<file path="src/rtl/burst_seq_pkg.sv">
package burst_seq_pkg;

  // Beat index width covers the longest burst (8 beats)
  localparam int BEAT_W = 3;

  // Strobes from control to datapath
  typedef struct packed {
    logic load;  // capture a new burst
    logic step;  // advance to the next beat
  } seqStrobe_t;

endpackage

</file>
<file path="src/rtl/burst_seq_ctrl.sv">
module burst_seq_ctrl
  import burst_seq_pkg::*;
(
  input  logic       clk,
  input  logic       rstN,
  input  logic       startPulse,
  input  logic       lenEight,
  output seqStrobe_t strobes,
  output logic       running,
  output logic       lastBeat
);

  localparam logic [BEAT_W-1:0] LAST_OF_FOUR  = BEAT_W'(3);
  localparam logic [BEAT_W-1:0] LAST_OF_EIGHT = BEAT_W'(7);

  logic [BEAT_W-1:0] remaining;

  always_comb begin
    lastBeat     = running && (remaining == '0);
    strobes.load = startPulse && !running;
    strobes.step = running && !lastBeat;
  end

  always_ff @(posedge clk or negedge rstN) begin
    if (!rstN) begin
      running   <= 1'b0;
      remaining <= '0;
    end else if (strobes.load) begin
      running   <= 1'b1;
      remaining <= lenEight ? LAST_OF_EIGHT : LAST_OF_FOUR;
    end else if (running) begin
      if (remaining == '0) running <= 1'b0;
      else                 remaining <= remaining - 1'b1;
    end
  end


  last_then_idle_chk: assert property (@(posedge clk) disable iff (!rstN)
    lastBeat |=> !running);


  burst_hold_chk: assert property (@(posedge clk) disable iff (!rstN)
    (running && !lastBeat) |=> running);


  busy_ignore_chk: assert property (@(posedge clk) disable iff (!rstN)
    (startPulse && running && !lastBeat) |=> (remaining == $past(remaining) - 1'b1));


  accept_chk: assert property (@(posedge clk) disable iff (!rstN)
    (startPulse && !running) |=> (running && !lastBeat));

endmodule

</file>
<file path="src/rtl/burst_seq_dp.sv">
module burst_seq_dp
  import burst_seq_pkg::*;
#(
  parameter int COL_W = 10
) (
  input  logic             clk,
  input  logic             rstN,
  input  seqStrobe_t       strobes,
  input  logic [COL_W-1:0] startCol,
  input  logic             lenEight,
  input  logic             interleaved,
  output logic [COL_W-1:0] colAddr
);

  localparam int UPPER_W = COL_W - BEAT_W;

  logic [COL_W-1:0]  baseQ;
  logic              len8Q;
  logic              interQ;
  logic [BEAT_W-1:0] beatQ;
  logic [BEAT_W-1:0] lowBits;

  always_ff @(posedge clk or negedge rstN) begin
    if (!rstN) begin
      baseQ  <= '0;
      len8Q  <= 1'b0;
      interQ <= 1'b0;
      beatQ  <= '0;
    end else if (strobes.load) begin
      baseQ  <= startCol;
      len8Q  <= lenEight;
      interQ <= interleaved;
      beatQ  <= '0;
    end else if (strobes.step) begin
      beatQ  <= beatQ + 1'b1;
    end
  end

  // Four-beat bursts never reach beat 4, so bit 2 is untouched for them
  always_comb begin
    if (interQ) begin
      lowBits = baseQ[BEAT_W-1:0] ^ beatQ;
    end else begin
      lowBits[1:0] = baseQ[1:0] + beatQ[1:0];
      lowBits[2]   = baseQ[2] ^ beatQ[2];
    end
  end

  generate
    if (UPPER_W > 0) begin : g_upper
      assign colAddr = {baseQ[COL_W-1:BEAT_W], lowBits};
    end else begin : g_narrow
      assign colAddr = lowBits[COL_W-1:0];
    end
  endgenerate


  len4_upper_chk: assert property (@(posedge clk) disable iff (!rstN)
    (strobes.step && !len8Q) |=> (colAddr[COL_W-1:2] == $past(colAddr[COL_W-1:2])));


  len8_upper_chk: assert property (@(posedge clk) disable iff (!rstN)
    (strobes.step && len8Q) |=> (colAddr[COL_W-1:3] == $past(colAddr[COL_W-1:3])));


  beat_toggle_chk: assert property (@(posedge clk) disable iff (!rstN)
    strobes.step |=> (colAddr[0] != $past(colAddr[0])));

endmodule

</file>
<file path="src/rtl/burst_col_seq.sv">
module burst_col_seq
  import burst_seq_pkg::*;
#(
  parameter int COL_W = 10
) (
  input  logic             clk,
  input  logic             rstN,
  input  logic             startPulse,
  input  logic [COL_W-1:0] startCol,
  input  logic             lenEight,
  input  logic             interleaved,
  output logic             colValid,
  output logic [COL_W-1:0] colAddr,
  output logic             lastBeat,
  output logic             busy
);

  seqStrobe_t strobes;
  logic       running;

  burst_seq_ctrl u_ctrl (
    .clk        (clk),
    .rstN       (rstN),
    .startPulse (startPulse),
    .lenEight   (lenEight),
    .strobes    (strobes),
    .running    (running),
    .lastBeat   (lastBeat)
  );

  burst_seq_dp #(.COL_W(COL_W)) u_dp (
    .clk         (clk),
    .rstN        (rstN),
    .strobes     (strobes),
    .startCol    (startCol),
    .lenEight    (lenEight),
    .interleaved (interleaved),
    .colAddr     (colAddr)
  );

  assign colValid = running;
  assign busy     = running;


  reset_idle_chk: assert property (@(posedge clk) $fell(rstN) |-> (!colValid && !lastBeat));

endmodule

</file>
<file path="config.mk">
export PLATFORM = sky130hd
export DESIGN_NAME = burst_col_seq
export DESIGN_NICKNAME = d
export VERILOG_FILES = /design/src/rtl/burst_seq_pkg.sv /design/src/rtl/burst_seq_ctrl.sv /design/src/rtl/burst_seq_dp.sv /design/src/rtl/burst_col_seq.sv
export SDC_FILE = /design/constraint.sdc
export NUM_CORES = 1
export LEC_CHECK = 0
export ABC_AREA = 1
export BUFFER_PORTS_ARGS = -buffer_cell sky130_fd_sc_hd__buf_2
export CORE_MARGIN = 3
export CORE_UTILIZATION = 45
export CTS_CLUSTER_SIZE = 12
export DETAILED_ROUTE_END_ITERATION = 10
export GPL_TIMING_DRIVEN = 0
export PLACE_DENSITY = 0.75
export SKIP_LAST_GASP = 1
export SLEW_MARGIN = 10
export SYNTH_ARGS = -nofsm -noshare
export SYNTH_HDL_FRONTEND = slang
export SYNTH_SLANG_ARGS = --single-unit
</file>
<file path="constraint.sdc">
create_clock -name clk -period 1.53 [get_ports clk]
set_input_delay 0.0765 -clock clk [delete_from_list [all_inputs] [get_ports clk]]
set_output_delay 0.0765 -clock clk [all_outputs]
set_load 0.02 [all_outputs]
</file>
# After elaboration in Yosys (flattened, before gate mapping)
# Index checks and enable logic that the tools add are counted.
op_classes:
  n_addsub: 3
  n_eq_ne: 1
  mux: 10
  n_bitwise: 2
  n_reduce_logical: 9
op_table:
  columns: ["operator", "count"]
  rows:
  - ["two-way mux 3 bit", 7]
  - ["nonzero test 2 bit", 2]
  - ["adder 3 x 1 -> 3 bit (second input constant)", 1]
  - ["logical AND 1 bit", 3]
  - ["zero test 3 bit", 1]
  - ["two-way mux 1 bit", 3]
  - ["subtractor 3 x 1 -> 3 bit (second input constant)", 1]
  - ["bitwise XOR 3 bit", 1]
  - ["adder 2 bit", 1]
  - ["zero test 1 bit", 2]
  - ["inequality test 2 bit (second input constant)", 1]
  - ["AND reduction 2 bit", 1]
  - ["bitwise XOR 1 bit", 1]
word_totals:
  ff_bits: 18
  input_bits: 15
  output_inout_bits: 13
  elab_cells: 30

# Longest topological paths before layout
# Gate-level depths: netlist of run 1.
logic_depth:
  word_depth: 6
  ltp_mapped: 7
  mapped_depth_nobuf: 7

# By module
# A second synthesis of run 1 with hierarchy kept.
hier_totals:
  hier_cells: 115
  area_unflattened_um2: 930.9
by_module_without_submodules:
  columns: ["mod", "n_inst", "cells_per_inst", "area_per_inst_um2", "seq_area_each_um2"]
  rows:
  - ["burst_seq_dp", 1, 80, 668.1, 350.3]
  - ["burst_seq_ctrl", 1, 34, 255.2, 100.1]
  - ["burst_col_seq", 1, 1, 7.5, 0.0]

# Worst setup path after synthesis of run 1
# OpenSTA, ideal clock, no wires.
synth_timing:
  path_type: "register to register"
  startpoint: "register u_ctrl.remaining[0]"
  endpoint: "register u_ctrl.remaining[0]"
  setup_time_ps: 127
  arrival_time_ps: 972
  t_required_ps: 1403
  setup_slack_ps: 431
  stages_incl_launch_ff: 8
  path_buffers: 0
  period_less_slack_ps: 1099
  path_cell_list: "dfrtp_1 > inv_1 > ha_1 > nand2_1 > nand2_2 > nand2_1 > nand2_1 > o21ai_0"
synth_via:
  elab_chain_cells: 4
  elab_cells_between_ends: 7
  cone_classes: "add/sub: 1; eq/ne: 1; mux: 3; reduce/logical: 2"
synth_rtl:
  columns: ["element", "line_no", "rtl"]
  rows:
  - ["start: declaration", "burst_seq_ctrl.sv:16", "logic [BEAT_W-1:0] remaining;"]
  - ["start signal: assignment", "burst_seq_ctrl.sv:30", "remaining <= lenEight ? LAST_OF_EIGHT : LAST_OF_FOUR;"]
  - ["start signal: assignment", "burst_seq_ctrl.sv:33", "else remaining <= remaining - 1'b1;"]
  - ["subtractor 3 x 1 -> 3 bit", "burst_seq_ctrl.sv:33", null]
  - ["two-way mux 3 bit", "burst_seq_ctrl.sv:32", "if (remaining == '0) running <= 1'b0;"]
  - ["two-way mux 3 bit", "burst_seq_ctrl.sv:31", "end else if (running) begin"]
  - ["two-way mux 3 bit", "burst_seq_ctrl.sv:28", "end else if (strobes.load) begin"]
# Several ways; a longest one is shown, not always the timed one. The select of a mux whose other input is x is not followed.
# A chain may end at the register's enable or synchronous reset.

# Worst setup path after layout of run 1
layout_timing:
  startpoint: "register u_dp.beatQ[0]"
  endpoint: "output port colAddr[1]"
layout_via:
  elab_chain_cells: 2
layout_rtl:
  columns: ["element", "line_no", "rtl"]
  rows:
  - ["start: declaration", "burst_seq_dp.sv:20", "logic [BEAT_W-1:0] beatQ;"]
  - ["start signal: assignment", "burst_seq_dp.sv:35", "beatQ <= beatQ + 1'b1;"]
  - ["adder 2 bit", "burst_seq_dp.sv:44", "lowBits[1:0] = baseQ[1:0] + beatQ[1:0];"]
  - ["two-way mux 3 bit", "burst_seq_dp.sv:41", "if (interQ) begin"]
  - ["end: declaration", "burst_col_seq.sv:13", "output logic [COL_W-1:0] colAddr,"]
# Every way passes these cells.

==> reports/results.md, run 1 <==
| Group | Item | Value |
|:---|:---|:---|
| status | Status | finished, final reports clean |
| sta | Pins over their slew limit | 0 |
| cells and area | Area used by sequential logic in the layout | 450 um^2 |
| yosys | Adder and majority cell fraction of the synthesized area | 5.56% |
| cells and area | Net total in the final layout | 171 |
| clocking | Maximum clock insertion buffer count | 2 |
| cells and area | Count of filler cells inserted in the layout | 171 |
| cells and area | Area growth, synth to finish | 35.5% |
| yosys | Synthesized area | 900 um^2 |
| global routing | Total Routing Usage GR | 16.2% |
| clocking | Number of clock sinks | 18 |
| run | Number of max-cap violations | 0 |
| power and ir drop | Power Total | 2.47 mW |
| yosys | Share of synthesized area occupied by flip-flops and latches | 50.1% |
| power and ir drop | Power per standard cell area | 2030 nW/um^2 |
| die | Total number of placement rows | 15 |
| placed design | Post-placement worst setup slack | 0.285 ns |
| setup path | Last element of the critical path | colAddr[1] |
| setup path | Kind of end point of the critical path | output pin |
| yosys | Synthesized Nets | 126 |
| setup path | Required time reported for the critical path endpoint | 1.45 ns |
| yosys | Mean instance size in the synthesized netlist | 8.41 um^2 |
| die | Ports placed on the boundary | 28 |
| die | Vert. Die Dim | 50.7 um |
| setup path | Slowest CP cell | sky130_fd_sc_hd__dfrtp_1 |
| setup path | Worst setup slack for register-to-register paths | 0.28 ns |
| hold path | Worst min-delay path category | primary input to register |
| clocking | Number of levels in the clock H-tree | 1 |
| global routing | Initial antenna violation count | 0 |
| yosys | Multiplexer share of the synthesized area | 0% |
| cells and area | Layout cell share with drive strength beyond 1 | 30.7% |
| global routing | Gr ovfl total | 0 |
| placed design | Routability-driven placement congestion ratio | 0.746 |
| setup path | Max Fanout on Critical Path | 2 |
| sta | Tightest slew margin relative to the limit | 72.9% |
| setup path | Top delay family on crit path | flip-flops |
| route | Post-route DRC | 0 |
| setup path | Worst r2r path cells | 7 |
| sta | Slew at the pin closest to its max-slew limit | 0.407 ns |
| cells and area | Most frequent standard cell in the layout excluding fill and tap cells | sky130_fd_sc_hd__nand2_1 |
| sta | Clock period minus worst slack | 1.36 ns |
| die | Starting density of the core | 49.9% |
| global routing | Pin count of the biggest net entering global routing | 19 |
| yosys | Cell count after synthesis | 107 |
| cells and area | Total area of multi-input combinational cells | 335 um^2 |
| route | Via density per instance | 4.41 |
| placed design | HPWL reported at the end of detailed placement | 1220 um |
| setup path | Stage delay of the slowest cell on the critical path | 0.39 ns |
| yosys | Post-synth cell types | 14 |
| die | Horiz. Die Dim | 50.7 um |
| setup path | FF-to-FF End | u_ctrl.remaining[0]$_DFFE_PN0P_ |
| clocking | TritonCTS clock tree | yes |
| yosys | Ys Warns | 0 |
| cells and area | Diode count | 0 |
| sta | Max Freq | 735 MHz |
| setup path | Crit path DAT | 1.28 ns |
| hold path | Worst hold path startpoint | lenEight |
| setup path | Sort of element at the start of the critical path | register |
| yosys | Synthesis-stage register bit count | 18 |
| setup path | Sequence of cells on the critical path | ha_1 -> inv_1 -> nor2_2 -> inv_1 -> nand2_1 -> nand2_1 -> inv_1 -> buf_2 |
| setup path | Top cell by count, worst path | sky130_fd_sc_hd__inv_1 |
| setup path | Worst setup path start | u_dp.beatQ[0]$_DFFE_PN0P_ |
| sta | Number of hold violations in the final report | 0 |
| placed design | Number of buffer cells added on primary ports | 27 |
| die | Area enclosed by the die boundary | 2570 um^2 |
| clocking | Clock-pin slew on the worst setup and hold paths | 0.09 ns |
| sta | Clock Skews | 0.00598 ns |
| clocking | Cts bufs inserted | 3 |
| power and ir drop | Leakage power | 0.705 nW |
| sta | Final worst-path setup slack | 0.169 ns |
| sta | Unrepaired setup endpoints after global routing | no |
| sta | Final cycle utilization of the critical path | 89.0% |
| setup path | Number of buffer and inverter instances along the worst setup path | 4 |
| setup path | Setup Crit Path Kind | register to output pin |
| route | Number of nets with antenna violations after detailed routing | 0 |
| route | Drt initial violations | 12 |
| die | Core ar. | 1800 um^2 |
| setup path | Number of gates on the worst path with buffers counted | 8 |
| clocking | Latest clock arrival within the worst-skew pair | 0.29 ns |
| yosys | Post-Synth Simple-Gate Area | 24.2% |
| yosys | XOR/XNOR share of the synthesized area | 3.89% |
| cells and area | Commonest cells after routing, fill and taps aside | sky130_fd_sc_hd__nand2_1, sky130_fd_sc_hd__buf_2, sky130_fd_sc_hd__dfrtp_1 |
| clocking | Cell at the root of the clock tree | sky130_fd_sc_hd__clkbuf_4 |
| global routing | Wire length of the first global-routing pass | 3110 um |
| setup path | Reg2reg start | u_ctrl.remaining[0]$_DFFE_PN0P_ |
| yosys | Largest family of logic cells by synthesized area | simple AND/OR/NAND/NOR gates |
| route | Routed Wire Length | 1790 um |
| sta | Setup TNS | 0 ns |
| route | Total via count in the routed design | 772 |
| global routing | Via count of the first global-routing pass | 739 |
| yosys | Post-synthesis compound-gate area fraction | 3.34% |
| route | Wirelength per Cell | 10.2 um |
| power and ir drop | Worst supply voltage drop on vdd | 0.00113 V |
| route | 1st-pass router iterations | 4 |
| sta | Final setup violation count | 0 |
## state kept, by name, summed over array words and instances (netlist names)
signal            cells
u_dp.interQ           1
u_dp.beatQ            3
u_dp.baseQ           10
u_ctrl.remaining      3
u_ctrl.running        1
## cell usage after synthesis, drive strengths merged
library cell	n	area (um^2)
xnor2	2	17.5
dfrtp	18	450
o21ai	6	30.0
nand3	4	20.0
xor2	2	17.5
inv	11	41.3
nand2	47	186
buf	10	75.1
nor2	3	11.3
ha	4	50.1
## repair_timing
item,in CTS,in global routing
endpoints found under the setup margin,0,1
hold buffers,12,0
gates resized for setup,0,1
endpoints found under the hold margin,29,0
buffers inserted,0,1
## worst min path at each step
stage / to / slack [ns] / cells past startpoint
after detailed placement: u_dp.baseQ[3]$_DFFE_PN0P_ / 0.03 / 1
after global routing: u_ctrl.remaining[2]$_DFFE_PN0P_ / 0.13 / 5
after global placement: u_dp.baseQ[3]$_DFFE_PN0P_ / 0.02 / 1
after CTS: u_ctrl.remaining[2]$_DFFE_PN0P_ / 0.08 / 5
final: u_ctrl.remaining[2]$_DFFE_PN0P_ / 0.08 / 5
after floorplan: u_ctrl.remaining[0]$_DFFE_PN0P_ / -0.22 / 0
## power breakdown
group | internal, mW | switching, mW | leakage (nW) | total [mW]
Sequential | 0.709 | 0.145 | 0.221 | 0.854
Clock | 0.0917 | 0.134 | 0.0138 | 0.226
Combinational | 0.585 | 0.805 | 0.470 | 1.39
## tightest hold or removal path, stage by stage
cell	delay, ns
sky130_fd_sc_hd__buf_2	0.07
sky130_fd_sc_hd__inv_1	0.03
sky130_fd_sc_hd__nand2_1	0.05
sky130_fd_sc_hd__nand3_1	0.07
sky130_fd_sc_hd__nand2_1	0.06
## layer usage
metal	vias to the layer above	global-route usage (%)	share of wire, %
met5	-	0	0
met4	0	6.73	2.0
met3	5	5.64	4.1
met1	351	17.5	42
met2	13	28.7	52
li1	403	-	-
## metrics by stage
stage	hold slack, ns	cells	utilization [%]	cell area (um^2)
after floorplan	-0.219	107	-	900
after global placement	0.0221	159	59.2	1070
after detailed placement	0.0278	159	59.2	1070
after CTS	0.0798	174	67.1	1210
after global routing	0.128	175	67.6	1220
final	0.0841	175	67.6	1220
## final cells by class
| type | count | share of cell area (%) |
|---|---|---|
| repair buffers | 40 | 21.6 |
| clock buffers | 3 | 1.85 |
| flip-flops and latches | 18 | 37.0 |
| inverters | 11 | 3.39 |
| plain buffers | 10 | 6.16 |
| multi-input cells | 68 | 27.5 |
| well taps | 25 | 2.57 |
## kinds of logic after synthesis
group,after synthesis
simple gates,54
buf+inv,21
fa+ha+maj,4
xor+xnor,4
compound gates,6
flops,18
(Power assumes the default switching activity.)
==> run 2, diff against run 1 <==
--- a/config.mk
+++ b/config.mk
@@ -5,14 +5,13 @@
 export SDC_FILE = /design/constraint.sdc
 export NUM_CORES = 1
 export LEC_CHECK = 0
-export ABC_AREA = 1
 export BUFFER_PORTS_ARGS = -buffer_cell sky130_fd_sc_hd__buf_2
 export CORE_MARGIN = 3
 export CORE_UTILIZATION = 45
 export CTS_CLUSTER_SIZE = 12
 export DETAILED_ROUTE_END_ITERATION = 10
 export GPL_TIMING_DRIVEN = 0
-export PLACE_DENSITY = 0.75
+export PLACE_DENSITY = 0.74
 export SKIP_LAST_GASP = 1
 export SLEW_MARGIN = 10
 export SYNTH_ARGS = -nofsm -noshare
==> run 2 against run 1 <==
  * Critical path depth is 4 lower
  * Sequential share of layout area is 1.2 points higher
  * Clock skew is 0.0050 ns lower
  * Utilization is 4.1 points lower
  * Sequential power is 8.4% higher
  * Maximum frequency is 6.0% lower
  * Register-to-register slack worse by 0.09 ns
  * Cell count is 24% lower
==> reports/results.md, run 2 <==
| Group | Item | Value |
|:---|:---|:---|
| yosys | Share of flip-flops with an asynchronous set or reset after synthesis | 100% |
| setup path | Worst r2r path cells | 6 |
| yosys | Post-synth cell types | 23 |
| setup path | Max Fanout on Critical Path | 4 |
| route | 1st-pass router iterations | 2 |
| placed design | HPWL reported at the end of detailed placement | 1270 um |
| hold path | Number of stages on the worst hold path | 2 |
| global routing | Total Routing Usage GR | 14.7% |
| yosys | Post-synth top area cell | sky130_fd_sc_hd__dfrtp_1 |
| die | Horiz. Die Dim | 51.8 um |
| cells and area | Top flop regs | u_dp.baseQ: 10 flops, u_ctrl.remaining: 3 flops, u_dp.beatQ: 3 flops |
| yosys | Top-count cell post-synth | sky130_fd_sc_hd__dfrtp_1 |
| sta | WHS | 0.0159 ns |
| global routing | Initial antenna violation count | 0 |
| setup path | Stage delay of the slowest cell on the critical path | 0.45 ns |
| cells and area | Net total in the final layout | 128 |
| route | Number of nets with antenna violations after detailed routing | 0 |
| setup path | Reg2reg start | u_ctrl.remaining[0]$_DFFE_PN0P_ |
| setup path | Setup Crit Path Kind | register to output pin |
| global routing | Via count of the first global-routing pass | 658 |
| setup path | Number of buffer and inverter instances along the worst setup path | 1 |
| cells and area | Flip-flop count of the largest register after layout | 10 |
| setup path | Sequence of cells on the critical path | ha_1 -> nor2b_1 -> xnor2_1 -> buf_2 |
| global routing | Gr ovfl total | 0 |
| cells and area | Register ranked first by flip-flop count | u_dp.baseQ |
| global routing | Pin count of the biggest net entering global routing | 19 |
| setup path | Kind of end point of the critical path | output pin |
| placed design | Number of buffer cells added on primary ports | 27 |
| global routing | Wire length of the first global-routing pass | 2970 um |
| setup path | Slowest CP cell | sky130_fd_sc_hd__dfrtp_1 |
| clocking | Cts bufs inserted | 3 |
| die | Starting density of the core | 50.8% |
| route | Wirelength per Cell | 13.0 um |
| placed design | Post-placement worst setup slack | 0.226 ns |
| sta | Final cycle utilization of the critical path | 94.6% |
| sta | Number of hold violations in the final report | 0 |
| yosys | Cell count after synthesis | 74 |
| sta | Pins over their slew limit | 0 |
| run | Number of max-cap violations | 0 |
| clocking | Clock-pin slew on the worst setup and hold paths | 0.10 ns |
| status | Status | finished, final reports clean |
| placed design | Routability-driven placement congestion ratio | 0.728 |
| power and ir drop | Leakage power | 0.597 nW |
| cells and area | Diode count | 0 |
| die | Area enclosed by the die boundary | 2680 um^2 |
| sta | Clock period minus worst slack | 1.45 ns |
| setup path | FF-to-FF End | u_ctrl.remaining[0]$_DFFE_PN0P_ |
| yosys | Top cells by instance count after synthesis | sky130_fd_sc_hd__dfrtp_1, sky130_fd_sc_hd__buf_4, sky130_fd_sc_hd__mux2_4, sky130_fd_sc_hd__ha_1, sky130_fd_sc_hd__nand3_1 |
| sta | Final setup violation count | 0 |
| die | Ports placed on the boundary | 28 |
| yosys | Synthesis-stage register bit count | 18 |
| sta | Tightest slew margin relative to the limit | 74.0% |
| yosys | Biggest area contributors in the synthesized netlist | sky130_fd_sc_hd__dfrtp_1, sky130_fd_sc_hd__mux2_4, sky130_fd_sc_hd__buf_4 |
| route | Drt initial violations | 3 |
| setup path | Top delay family on crit path | flip-flops |
| route | Routed Wire Length | 1730 um |
| clocking | Latest clock arrival within the worst-skew pair | 0.28 ns |
| route | Via density per instance | 4.93 |
| cells and area | Final Instance Area | 1180 um^2 |
| setup path | Required time reported for the critical path endpoint | 1.45 ns |
| hold path | Worst Hold Path EP | u_dp.baseQ[9]$_DFFE_PN0P_ |
| yosys | Most common flop cell mapped by yosys | sky130_fd_sc_hd__dfrtp_1 |
| clocking | Cell at the root of the clock tree | sky130_fd_sc_hd__clkbuf_4 |
| sta | Final worst-path setup slack | 0.0821 ns |
| sta | Slew at the pin closest to its max-slew limit | 0.389 ns |
| route | Post-route DRC | 0 |
| clocking | Number of clock sinks | 18 |
| power and ir drop | Power Total | 2.83 mW |
| setup path | Crit path DAT | 1.37 ns |
| setup path | Worst setup slack for register-to-register paths | 0.19 ns |
| sta | Setup TNS | 0 ns |
| placed design | Placed cell area | 1110 um^2 |
| die | Total number of placement rows | 15 |
| die | Core ar. | 1860 um^2 |
| yosys | Synthesized area | 945 um^2 |
| die | Vert. Die Dim | 51.8 um |
| yosys | Post-synth EDFFs | 0 |
| hold path | Worst hold path startpoint | startCol[9] |
| sta | Clock Skews | 0.000942 ns |
| yosys | Share of synthesized area occupied by flip-flops and latches | 47.7% |
| yosys | Synthesized Nets | 93 |
| clocking | Maximum clock insertion buffer count | 2 |
| clocking | TritonCTS clock tree | yes |
| cells and area | Most frequent standard cell in the layout excluding fill and tap cells | sky130_fd_sc_hd__buf_2 |
| clocking | Number of levels in the clock H-tree | 1 |
| cells and area | Count of filler cells inserted in the layout | 153 |
| cells and area | Area growth, synth to finish | 24.9% |
| power and ir drop | Worst supply voltage drop on vdd | 0.00148 V |
| cells and area | Commonest cells after routing, fill and taps aside | sky130_fd_sc_hd__buf_2, sky130_fd_sc_hd__dfrtp_1, sky130_fd_sc_hd__buf_4 |
| setup path | Sort of element at the start of the critical path | register |
| cells and area | Layout cell share with drive strength beyond 1 | 53.7% |
| route | Total via count in the routed design | 656 |
| power and ir drop | Power per standard cell area | 2400 nW/um^2 |
| yosys | Synth top area share | 47.7% |
| yosys | Mean instance size in the synthesized netlist | 12.8 um^2 |
| sta | Max Freq | 691 MHz |
| yosys | Ys Warns | 0 |
| hold path | Worst min-delay path category | primary input to register |
| setup path | Worst setup path start | u_dp.beatQ[0]$_DFFE_PN0P_ |
run 2: cell count changes after synthesis, sizes merged, moves of 2 or more:
cell    before  now
nor2         3    1
nor2b        0    4
o21ai        6    1
mux2         0   11
inv         11    2
nand2       47    3
a21oi        0    3
nand2b       0    3
run 2: worst max-delay path by stage:
stage / endpoint / slack (ns) / cells past startpoint
3_5_place_dp: u_ctrl.remaining[0]$_DFFE_PN0P_ / 0.23 / 5
5_1_grt: lastBeat / -0.007 / 5
3_3_place_gp: u_ctrl.remaining[0]$_DFFE_PN0P_ / 0.28 / 5
6_report: colAddr[1] / 0.08 / 4
2_1_floorplan: u_dp.baseQ[0]$_DFFE_PN0P_ / 0.28 / 3
4_1_cts: lastBeat / 0.008 / 5
run 2: metal layers:
| metal | share of wire (%) | track usage, % | vias up |
|---|---|---|---|
| met1 | 41 | 18.8 | 321 |
| met5 | 0 | 0 | - |
| li1 | - | - | 313 |
| met3 | 7.1 | 4.30 | 0 |
| met4 | 0 | 1.31 | 0 |
| met2 | 52 | 25.6 | 22 |
run 2: through the flow:
stage	util, %	instances
after floorplan	-	74
after global placement	59.8	126
after detailed placement	59.8	126
after CTS	63.2	133
after global routing	63.5	133
final	63.5	133
run 2: cell type report:
cell class                 instances  area [um^2]  area share [%]
multi-input combinational         44          410            34.8
inverter                           2         7.51           0.636
timing repair buffer              30          165            14.0
tap                               25         31.3            2.65
clock buffer                       4         36.3            3.08
sequential                        18          450            38.2
buffer                            10         78.8            6.68
run 2: what timing repair did:
action / 4_1_cts / 5_1_grt
endpoints found under the hold margin: 19 / 0
endpoints found under the setup margin: 1 / 1
pin swaps: 0 / 0
setup buffers: 1 / 0
hold buffers: 2 / 0
resized for setup: 0 / 4
run 2: cell families (layout without fill, tap and decap cells):
family / count (synthesis) / in the layout / synth area share [%]
flops: 18 / 18 / 47.7
buf+inv: 12 / 46 / 9.14
compound gates: 7 / 7 / 4.77
simple gates: 17 / 17 / 11.7
fa+ha+maj: 4 / 4 / 5.30
xor+xnor: 4 / 4 / 3.71
mux: 12 / 12 / 17.7
run 2: power by group:
group / internal, mW / switching [mW]
Sequential: 0.726 / 0.200
Clock: 0.145 / 0.137
Combinational: 0.854 / 0.765
==> run 3, diff against run 2 <==
--- a/config.mk
+++ b/config.mk
@@ -8,10 +8,12 @@
 export BUFFER_PORTS_ARGS = -buffer_cell sky130_fd_sc_hd__buf_2
 export CORE_MARGIN = 3
 export CORE_UTILIZATION = 45
+export CTS_CLUSTER_DIAMETER = 30
 export CTS_CLUSTER_SIZE = 12
 export DETAILED_ROUTE_END_ITERATION = 10
 export GPL_TIMING_DRIVEN = 0
 export PLACE_DENSITY = 0.74
+export RECOVER_POWER = 100
 export SKIP_LAST_GASP = 1
 export SLEW_MARGIN = 10
 export SYNTH_ARGS = -nofsm -noshare
==> run 3 against run 2 <==
  * Cell count unchanged
  * Count of clock-buffer cells in the layout stayed put
  * Utilization is 1.1 points lower
  * Maximum frequency is essentially flat
  * Routed wire length grew 0.17%
  * Clock skew barely moved
  * Clock power about the same
  * Register-to-register slack lost 0.06 ns
  * Largest cell class unchanged
==> reports/results.md, run 3 (same netlist as run 2, synthesis figures left out) <==
| Group | Item | Value |
|:---|:---|:---|
| status | Status | finished, final reports clean |
| cells and area | Area used by sequential logic in the layout | 450 um^2 |
| setup path | Required time reported for the critical path endpoint | 1.45 ns |
| sta | Pins over their slew limit | 0 |
| clocking | TritonCTS clock tree | yes |
| power and ir drop | Power Total | 2.78 mW |
| global routing | Total Routing Usage GR | 14.7% |
| cells and area | Finished Core Util | 62.4% |
| global routing | Gr ovfl total | 0 |
| die | Core ar. | 1860 um^2 |
| power and ir drop | Psw | 1.10 mW |
| route | Via density per instance | 4.92 |
| setup path | Sort of element at the start of the critical path | register |
| clocking | Number of clock sinks | 18 |
| die | Horiz. Die Dim | 51.8 um |
| route | Number of nets with antenna violations after detailed routing | 0 |
| clocking | Number of levels in the clock H-tree | 1 |
| cells and area | Most frequent standard cell in the layout excluding fill and tap cells | sky130_fd_sc_hd__dfrtp_1 |
| sta | Number of hold violations in the final report | 0 |
| power and ir drop | Worst supply voltage drop on vdd | 0.00142 V |
| sta | Final cycle utilization of the critical path | 94.7% |
| cells and area | Count of filler cells inserted in the layout | 158 |
| power and ir drop | Power per standard cell area | 2400 nW/um^2 |
| route | Total via count in the routed design | 654 |
| placed design | Routability-driven placement congestion ratio | 0.728 |
| global routing | Via count of the first global-routing pass | 658 |
| setup path | Sequence of cells on the critical path | ha_1 -> nor2b_1 -> xnor2_1 -> buf_2 |
| setup path | Worst r2r path cells | 3 |
| setup path | Stage delay of the slowest cell on the critical path | 0.45 ns |
| route | Drt initial violations | 3 |
| power and ir drop | Switching power as a share of total power | 39.6% |
| sta | Tightest slew margin relative to the limit | 38.2% |
| power and ir drop | Portion of total power attributed to the clock network | 10.2% |
| clocking | Cell at the root of the clock tree | sky130_fd_sc_hd__clkbuf_4 |
| setup path | Max Fanout on Critical Path | 4 |
| sta | WHS | 0.0152 ns |
| cells and area | Flip-flop count of the largest register after layout | 10 |
| global routing | Initial antenna violation count | 0 |
| die | Starting density of the core | 50.8% |
| route | Post-route DRC | 0 |
| cells and area | Layout cell share with drive strength beyond 1 | 42.6% |
| setup path | Kind of end point of the critical path | output pin |
| die | Area enclosed by the die boundary | 2680 um^2 |
| setup path | Crit path DAT | 1.37 ns |
| sta | Clock Skews | 0.000674 ns |
| sta | Final worst-path setup slack | 0.0815 ns |
| die | Total number of placement rows | 15 |
| power and ir drop | Internal power | 1.68 mW |
| sta | Max Freq | 690 MHz |
| global routing | Wire length of the first global-routing pass | 2970 um |
| placed design | Number of buffer cells added on primary ports | 27 |
| clocking | Cts bufs inserted | 3 |
| power and ir drop | Fraction of power consumed by combinational cells | 56.7% |
| placed design | Post-placement worst setup slack | 0.226 ns |
| cells and area | Register ranked first by flip-flop count | u_dp.baseQ |
| placed design | HPWL reported at the end of detailed placement | 1270 um |
| die | Vert. Die Dim | 51.8 um |
| cells and area | Total area of multi-input combinational cells | 403 um^2 |
| route | 1st-pass router iterations | 2 |
| cells and area | Area growth, synth to finish | 22.6% |
| cells and area | Commonest cells after routing, fill and taps aside | sky130_fd_sc_hd__dfrtp_1, sky130_fd_sc_hd__buf_2, sky130_fd_sc_hd__buf_4, sky130_fd_sc_hd__clkbuf_1, sky130_fd_sc_hd__mux2_4 |
| route | Wirelength per Cell | 13.0 um |
| hold path | Number of stages on the worst hold path | 2 |
| clocking | Maximum clock insertion buffer count | 2 |
| route | Routed Wire Length | 1730 um |
| power and ir drop | Leakage power | 0.563 nW |
| setup path | Setup Crit Path Kind | register to output pin |
| setup path | Number of buffer and inverter instances along the worst setup path | 1 |
| sta | Slew at the pin closest to its max-slew limit | 0.927 ns |
| sta | Clock period minus worst slack | 1.45 ns |
| setup path | Top delay family on crit path | flip-flops |
| cells and area | Top flop regs | u_dp.baseQ: 10 flops, u_ctrl.remaining: 3 flops, u_dp.beatQ: 3 flops |
| sta | Setup TNS | 0 ns |
| clocking | Latest clock arrival within the worst-skew pair | 0.28 ns |
| sta | Final setup violation count | 0 |
| die | Ports placed on the boundary | 28 |
| cells and area | Net total in the final layout | 128 |
| setup path | Slowest CP cell | sky130_fd_sc_hd__dfrtp_1 |
| run | Number of max-cap violations | 0 |
| hold path | Worst min-delay path category | primary input to register |
| clocking | Clock-pin slew on the worst setup and hold paths | 0.10 ns |
| power and ir drop | Reg power frac | 33.1% |
| cells and area | Diode count | 0 |
| global routing | Pin count of the biggest net entering global routing | 19 |
| setup path | Number of gates on the worst path with buffers counted | 4 |
run 3: what timing repair did:
action / 4_1_cts / 5_1_grt
hold buffers: 2 / 0
hold endpoints to repair: 19 / 0
gates resized for setup: 0 / 4
buffers inserted: 1 / 0
setup endpoints to repair: 1 / 1
run 3: path summary, 6_finish.rpt:
| path | start | to | slack (ns) |
|---|---|---|---|
| min reg2reg | u_dp.beatQ[2]$_DFFE_PN0P_ | u_dp.beatQ[2]$_DFFE_PN0P_ | 0.51 |
| max reg2reg | u_ctrl.running$_DFF_PN0_ | u_dp.baseQ[2]$_DFFE_PN0P_ | 0.13 |
| max in group asynchronous | rstN | u_ctrl.remaining[1]$_DFFE_PN0P_ | 0.53 |
| min | startCol[9] | u_dp.baseQ[9]$_DFFE_PN0P_ | 0.02 |
| min in group asynchronous | rstN | u_dp.baseQ[1]$_DFFE_PN0P_ | 0.44 |
| max | u_dp.beatQ[0]$_DFFE_PN0P_ | colAddr[1] | 0.08 |
run 3: layer usage:
| layer | track usage [%] | wire [um] |
|---|---|---|
| met5 | 0 | 0 |
| met4 | 1.31 | 0 |
| met3 | 4.30 | 128 |
| met2 | 25.6 | 904 |
| met1 | 18.8 | 696 |
run 3: cell type report:
cell class                 count  share of cell area [%]
buffer                        10                    6.80
multi-input combinational     44                    34.8
tap                           25                    2.70
sequential                    18                    38.9
timing repair buffer          30                    13.1
inverter                       2                   0.648
clock buffer                   4                    3.13
run 3: through the flow:
stage          cell area, um^2  instances
2_1_floorplan              945         74
3_3_place_gp              1110        126
3_5_place_dp              1110        126
4_1_cts                   1170        133
5_1_grt                   1160        133
6_report                  1160        133
run 3: power by group through the flow:
| stage | Clock, mW | Sequential [mW] | Combinational [mW] |
|---|---|---|---|
| after floorplan | 0 | 0.892 | 1.23 |
| after global placement | 0 | 0.898 | 1.54 |
| after detailed placement | 0 | 0.926 | 1.59 |
| after CTS | 0.292 | 0.920 | 1.63 |
| after global routing | 0.316 | 0.955 | 1.73 |
| final | 0.282 | 0.919 | 1.58 |
